<file path="src/rtl/exc_xfer_pkg.sv">
package exc_xfer_pkg;
  // Strobes from decode control to the PC/IAR datapath
  typedef struct packed {
    logic takeTrap;
    logic takeRfe;
    logic saveIar;
  } xferStrobe_t;
endpackage

</file>
<file path="src/rtl/exc_xfer_ctrl.sv">
module exc_xfer_ctrl
  import exc_xfer_pkg::*;
#(
  parameter int OPC_W = 6,
  parameter int FUNC_W = 6,
  parameter logic [OPC_W-1:0] TRAP_OPC = 6'h11,
  parameter logic [OPC_W-1:0] RFE_OPC = 6'h10,
  parameter logic [OPC_W-1:0] NOP_OPC = 6'h00,
  parameter logic [FUNC_W-1:0] NOP_FUNC = 6'h00
) (
  input  logic              clk,
  input  logic              rstN,
  input  logic              instrValid,
  input  logic [OPC_W-1:0]  opcodeFld,
  input  logic [FUNC_W-1:0] funcFld,
  output xferStrobe_t       strobe
);
  logic isTrap, isRfe, isNop;

  always_comb begin
    isTrap = instrValid && (opcodeFld == TRAP_OPC);
    isRfe  = instrValid && (opcodeFld == RFE_OPC);
    isNop  = instrValid && (opcodeFld == NOP_OPC) && (funcFld == NOP_FUNC);
    strobe.takeTrap = isTrap;
    strobe.takeRfe  = isRfe;
    strobe.saveIar  = isTrap;
  end

  AST_DECODE_EXCLUSIVE: assert property (@(posedge clk) disable iff (!rstN)
    $onehot0({isTrap, isRfe, isNop}));

  AST_NOP_QUIET: assert property (@(posedge clk) disable iff (!rstN)
    isNop |-> !strobe.takeTrap && !strobe.takeRfe && !strobe.saveIar);
endmodule

</file>
<file path="src/rtl/exc_xfer_dpath.sv">
module exc_xfer_dpath
  import exc_xfer_pkg::*;
#(
  parameter int PC_W = 32,
  parameter int NAME_W = 26
) (
  input  logic              clk,
  input  logic              rstN,
  input  xferStrobe_t       strobe,
  input  logic [PC_W-1:0]   curPc,
  input  logic [NAME_W-1:0] nameFld,
  output logic [PC_W-1:0]   nextPc,
  output logic              redirect,
  output logic [PC_W-1:0]   iar
);
  localparam int PAD_W = PC_W - NAME_W;
  localparam logic [PC_W-1:0] SEQ_STEP = PC_W'(4);
  localparam logic [PC_W-1:0] RET_STEP = PC_W'(8);

  logic [PC_W-1:0] pcPlus4, pcPlus8, trapTarget;

  assign pcPlus4    = curPc + SEQ_STEP;
  assign pcPlus8    = curPc + RET_STEP;
  assign trapTarget = {{PAD_W{1'b0}}, nameFld};

  always_comb begin
    nextPc   = pcPlus4;
    redirect = 1'b0;
    if (strobe.takeTrap) begin
      nextPc   = trapTarget;
      redirect = 1'b1;
    end else if (strobe.takeRfe) begin
      nextPc   = iar;
      redirect = 1'b1;
    end
  end

  always_ff @(posedge clk or negedge rstN) begin
    if (!rstN) iar <= '0;
    else if (strobe.saveIar) iar <= pcPlus8;
  end

  AST_IAR_HOLD: assert property (@(posedge clk) disable iff (!rstN)
    !strobe.saveIar |=> $stable(iar));

  AST_RFE_TARGET: assert property (@(posedge clk) disable iff (!rstN)
    strobe.takeRfe |-> redirect && (nextPc == iar));
endmodule

</file>
<file path="src/rtl/exc_xfer_seq.sv">
module exc_xfer_seq
  import exc_xfer_pkg::*;
#(
  parameter int WORD_W = 32,
  parameter int OPC_W = 6,
  parameter int FUNC_W = 6,
  parameter logic [OPC_W-1:0] TRAP_OPC = 6'h11,
  parameter logic [OPC_W-1:0] RFE_OPC = 6'h10,
  parameter logic [OPC_W-1:0] NOP_OPC = 6'h00,
  parameter logic [FUNC_W-1:0] NOP_FUNC = 6'h00
) (
  input  logic              clk,
  input  logic              rstN,
  input  logic              instrValid,
  input  logic [WORD_W-1:0] instrWord,
  input  logic [WORD_W-1:0] curPc,
  output logic [WORD_W-1:0] nextPc,
  output logic              redirect,
  output logic [WORD_W-1:0] iarOut
);
  localparam int NAME_W = WORD_W - OPC_W;

  xferStrobe_t strobe;

  exc_xfer_ctrl #(
    .OPC_W(OPC_W), .FUNC_W(FUNC_W),
    .TRAP_OPC(TRAP_OPC), .RFE_OPC(RFE_OPC),
    .NOP_OPC(NOP_OPC), .NOP_FUNC(NOP_FUNC)
  ) i_ctrl (
    .clk(clk), .rstN(rstN), .instrValid(instrValid),
    .opcodeFld(instrWord[WORD_W-1 -: OPC_W]),
    .funcFld(instrWord[FUNC_W-1:0]),
    .strobe(strobe)
  );

  exc_xfer_dpath #(.PC_W(WORD_W), .NAME_W(NAME_W)) i_dpath (
    .clk(clk), .rstN(rstN), .strobe(strobe), .curPc(curPc),
    .nameFld(instrWord[NAME_W-1:0]),
    .nextPc(nextPc), .redirect(redirect), .iar(iarOut)
  );

  AST_TRAP_SAVES_RETURN: assert property (@(posedge clk) disable iff (!rstN)
    instrValid && (instrWord[WORD_W-1 -: OPC_W] == TRAP_OPC)
      |=> iarOut == $past(curPc) + WORD_W'(8));

  AST_REDIRECT_NEEDS_VALID: assert property (@(posedge clk) disable iff (!rstN)
    redirect |-> instrValid);
endmodule

</file>
<file path="config.mk">
export PLATFORM = sky130hd
export DESIGN_NAME = exc_xfer_seq
export DESIGN_NICKNAME = d
export VERILOG_FILES = /design/src/rtl/exc_xfer_pkg.sv /design/src/rtl/exc_xfer_ctrl.sv /design/src/rtl/exc_xfer_dpath.sv /design/src/rtl/exc_xfer_seq.sv
export SDC_FILE = /design/constraint.sdc
export NUM_CORES = 1
export LEC_CHECK = 0
export BUFFER_PORTS_ARGS = -buffer_cell sky130_fd_sc_hd__buf_2
export CAP_MARGIN = 40
export CORE_ASPECT_RATIO = 2
export CORE_MARGIN = 1.5
export CORE_UTILIZATION = 52
export DETAILED_ROUTE_END_ITERATION = 8
export PLACE_DENSITY = 0.95
export SYNTH_ARGS = -nofsm -noshare
export SYNTH_HDL_FRONTEND = slang
export SYNTH_SLANG_ARGS = --single-unit
export TNS_END_PERCENT = 100
</file>
<file path="constraint.sdc">
create_clock -name clk -period 5.8 [get_ports clk]
set_clock_uncertainty 0.1 [all_clocks]
set_input_delay 1.16 -clock clk [delete_from_list [all_inputs] [get_ports clk]]
set_output_delay 1.16 -clock clk [all_outputs]
set_load 0.05 [all_outputs]
</file>
Word level (Yosys, flattened, before mapping)
Index checks and enable logic that the tools add are counted.
W data, S select, Z words.
{"block": "classes", "addsub": 2, "multipliers": 0, "div": 0, "order_cmp": 0, "eq_ne": 2, "shift": 0, "muxes": 4, "bitwise": 0, "reduce_logical": 2}
{"cell": "$mux W32", "count": 2}
{"cell": "$add A32 B3 Y32 const B", "count": 1}
{"cell": "$add A32 B4 Y32 const B", "count": 1}
{"cell": "$eq A6 B5 Y1 const B", "count": 2}
{"cell": "$logic_and A1 B1 Y1", "count": 2}
{"cell": "$mux W1", "count": 2}
{"block": "totals", "regBits": 32, "latch_bits": 0, "ram_bits": 0, "romBits": 0, "in_bits": 67, "output_inout_bits": 65, "word_cells": 11, "n_memories": 0}

Longest topological paths before layout
{"block": "logic_depth", "depth_word": 4, "depth_mapped": 7, "ltp_nobuf": 5}

Hierarchy
A second synthesis with hierarchy kept.
{"block": "hier_totals", "cells_unflattened": 368, "hier_area_um2": 2856.5}
{"mod": "exc_xfer_dpath", "instances": 1, "cells_per_inst": 360, "area_each_um2": 2802.7, "seq_area_each_um2": 800.8}
{"mod": "exc_xfer_ctrl", "instances": 1, "cells_per_inst": 8, "area_each_um2": 53.8, "seq_area_each_um2": 0.0}

Least setup slack after synthesis
OpenSTA, ideal clock, no wires.
{"block": "synth_timing", "path_kind": "input to output", "startpoint": "in curPc[2]", "endpoint": "out nextPc[22]", "arrival_time_ps": 3525, "required_ps": 4540, "setup_slack_ps": 1015, "stages": 6, "path_buffers": 1, "cell_sequence": "ha_1 > nand3_1 > or3_1 > buf_2 > o311a_1 > o21ai_0"}
{"block": "synth_between", "elab_chain_cells": 3}
{"item": "from (decl)", "line": "exc_xfer_seq.sv:16", "rtl": "input logic [WORD_W-1:0] curPc,"}
{"item": "$add A32 B3 Y32", "line": "exc_xfer_dpath.sv:22", "rtl": "assign pcPlus4 = curPc + SEQ_STEP;"}
{"item": "$mux W32", "line": "exc_xfer_dpath.sv:32", "rtl": "end else if (strobe.takeRfe) begin"}
{"item": "$mux W32", "line": "exc_xfer_dpath.sv:29", "rtl": "if (strobe.takeTrap) begin"}
{"item": "to (decl)", "line": "exc_xfer_seq.sv:17", "rtl": "output logic [WORD_W-1:0] nextPc,"}
Every way passes these cells.

Final worst setup path
{"block": "layout_timing", "startpoint": "in curPc[4]", "endpoint": "out nextPc[31]"}
Same word-level chain as after synthesis.

==> flow_summary.toml <==
[run_status]
status = "complete, no violations"

[global_routing]
antenna_found_initial = 0
grt_max_degree = 44
grt_pass1_wl_microns = 15200
grt_pass1_vias = 3223
grt_use_total_pct = 31.3
overflow = 0

[layout]
fin_area_sq_um = 3660
nFillCells = 485
largest_reg_flops = 32
areaGrowthSynthToFinish_pct = 26.3
largest-register = "i_dpath.iar"
nets = 569
postLayoutCoreUtil_pct = 67.5
antennaDiodeCount = 0
instances_no_fill = 560
top_regs = "i_dpath.iar: 32 flops"
drive_gt1_share_pct = 29.6

[place]
routabilityCongestion = 0.952
dpl_cell_area_sq_um = 3530
pre_cts_slack_ns = 1.14
port_buffers = 131
place_hpwl_microns = 7140
place_inst = 552

[floorplan]
rows = 38
io_pins = 132
initial_utilization_pct = 53.5
die_h_microns = 109
core_area_sq_um = 5420
die_w_microns = 55.8
dieArea_sq_um = 6060

[critical_path]
r2r_start = "i_dpath.iar[25]"
critical_path_arrival_ns = 3.45
crit_path_end = "nextPc[31]"
critPathMaxFanout = 15
slowest_delay_ns = 0.64
start_kind = "input port"
criticalPathCategory = "in -> out"
path_cells = "buf_2 > ha_1 > nand4_1 > or3_1 > or4_1 > a31oi_1 > buf_2"
reg2reg_to = "i_dpath.iar[25]"
endpoint_kind = "primary output"
r2r_cells = 2
cp_num_buf_inv = 2
cpMostUsedCell = "buf_2"
path_delay_family = "simple AND/OR/NAND/NOR gates"
setup.worst_path.start = "curPc[4]"
crit_required_ns = 4.54
reg2reg_slack_ns = 4.99
cp_slowest_cell = "or3_1"
cp_num_cells = 7

[synthesis]
synth_flop_cell = "dfrtp_1"
synth_edf_count = 0
synth-seq-cells = 32
yosysTopAreaCellShare_pct = 27.6
syn_nets = 460
synth_area_leader_cell = "dfrtp_1"
synth_cell_type_count = 34
synth_cells = 390
synth-seq-area-share_pct = 27.6
postSynthAreaPerCell_sq_um = 7.43
synthArstFlopShare_pct = 100
synth_area_leaders = "dfrtp_1, o21ai_0, nand2_1"
syn_area_sq_um = 2900
ys.warnings.count = 0

[route]
dr_wl_met3_microns = 583
antenna_left = 0
wl_per_cell_microns = 17.1
routed.top_layer = "met4"
route.vias.total = 3539
wl_met2_microns = 5130
firstDrtPassIters = 5
wirelength_microns = 9580
via_per_inst = 6.32
drt_iter0_drc = 199
drc_errors = 0
met1_length_microns = 3410

[clock_tree]
root_buffer = "clkbuf_8"
cts.sinks = 32
clkLatencyLatePin_ns = 0.28
post_cts_buffers = 0
cts_htree_levels = 2
cts_tree = "built"
hold_buffers = 0
clk_pin_slew_ns = 0.07
ctsResizeCount = 0
cts_buffers = 5
clock_path_buffers = 2

[timing]
timing.hold.ws_ns = 0.404
tns_ns = 0
fmax_ghz = 0.212
setup_ws_ns = 1.09
fin_crit_sh_pct = 81.3
setup_viol = 0
rsz0062_at_grt = "no"
hold_violations = 0
drv_slew = 0
fin_crit_ns = 4.71
max_slew_margin_pct = 50.3
tightest_slew_ns = 0.745

[power]
swShare_pct = 43.9
clock_power_share_pct = 26.5
powerDensity_nw_per_um2 = 246
seqPwrFrac_pct = 31.8
total_power_mw = 0.901
ir_drop_uv = 286
p_switching_mw = 0.395
combPwrFrac_pct = 41.7
p_int_mw = 0.506
cellLeakagePower_nw = 1.59

[run]
cap_violations = 0

[hold_path]
min_path_type = "reg -> reg"
kinds of logic after synthesis:
| family | Yosys count | share of synthesized area [%] |
|---|---|---|
| flops | 32 | 27.6 |
| buf+inv | 36 | 5.22 |
| mux | 9 | 3.11 |
| compound gates | 112 | 23.0 |
| fa+ha+maj | 3 | 1.29 |
| simple gates | 171 | 31.5 |
| xor+xnor | 27 | 8.16 |
worst min-delay path, cell delays in order (launching register included):
cell	delay, ns
dfrtp_1	0.36
nand2_1	0.06
nand2_1	0.05
power groups by stage:
| stage | Combinational (mW) | Sequential (mW) | Clock [mW] |
|---|---|---|---|
| final | 0.376 | 0.286 | 0.239 |
| after global routing | 0.398 | 0.290 | 0.249 |
| after CTS | 0.375 | 0.285 | 0.241 |
| after detailed placement | 0.374 | 0.289 | 0 |
| after global placement | 0.367 | 0.288 | 0 |
| after floorplan | 0.146 | 0.409 | 0 |
Yosys cell counts, types with 12 or more instances:
master     n
a211oi_1  16
a21oi_1   16
a31oi_1   25
buf_2     12
clkbuf_1  20
dfrtp_1   32
nand2_1   49
nand4_1   17
nor2_1    21
nor2b_1   16
o21ai_0   43
or3_1     25
xnor2_1   20
final cells by class:
type                       instances  area (sq um)  area share (%)
clock inverter                     1          30.0           0.820
multi-input combinational        322          1950            53.4
inverter                           3          11.3           0.308
timing repair buffer             135           693            18.9
clock buffer                       7          96.3            2.63
sequential                        32           801            21.9
tap                               60          75.1            2.05
per-layer routing:
metal,global-route usage (%),vias to the layer above
li1,-,1665
met1,35.3,1650
met2,56.0,188
met3,3.35,36
met4,17.9,0
met5,0,-
worst min path at each step:
stage	startpoint	end	slack (ns)	cells after the start
after floorplan	i_dpath.iar[2]	i_dpath.iar[2]	0.65	2
after global placement	i_dpath.iar[19]	i_dpath.iar[19]	0.38	2
after detailed placement	i_dpath.iar[8]	i_dpath.iar[8]	0.39	2
after CTS	i_dpath.iar[2]	i_dpath.iar[2]	0.41	2
after global routing	i_dpath.iar[2]	i_dpath.iar[2]	0.44	2
final	i_dpath.iar[2]	i_dpath.iar[2]	0.40	2
placed cells by master (no fill, tap or decap):
master     count
a21oi_1       16
mux2i_1        9
nand2_1       48
inv_1          2
a211oi_1      16
xnor2_1       20
a31oi_1       25
nor4_1         5
or3_1         25
nand4_2        1
or4_1         10
xor2_1         7
and2_1         5
nand4_1       17
and4_1         5
o21ai_0       43
bufinv_16      1
o311a_1        1
or4_4          1
nor3_1         4
a2111oi_0      1
ha_1           3
nor2_1        21
nor2b_1       16
o31ai_1        5
nor3_2         1
buf_2        131
nand3b_1       1
a21bo_2        1
clkbuf_8       7
buf_8          1
and3_1         1
nand3_1        9
o211ai_1       4
buf_4          3
dfrtp_1       32
clkinv_1       1
nand2_2        1
(Power assumes the default switching activity.)
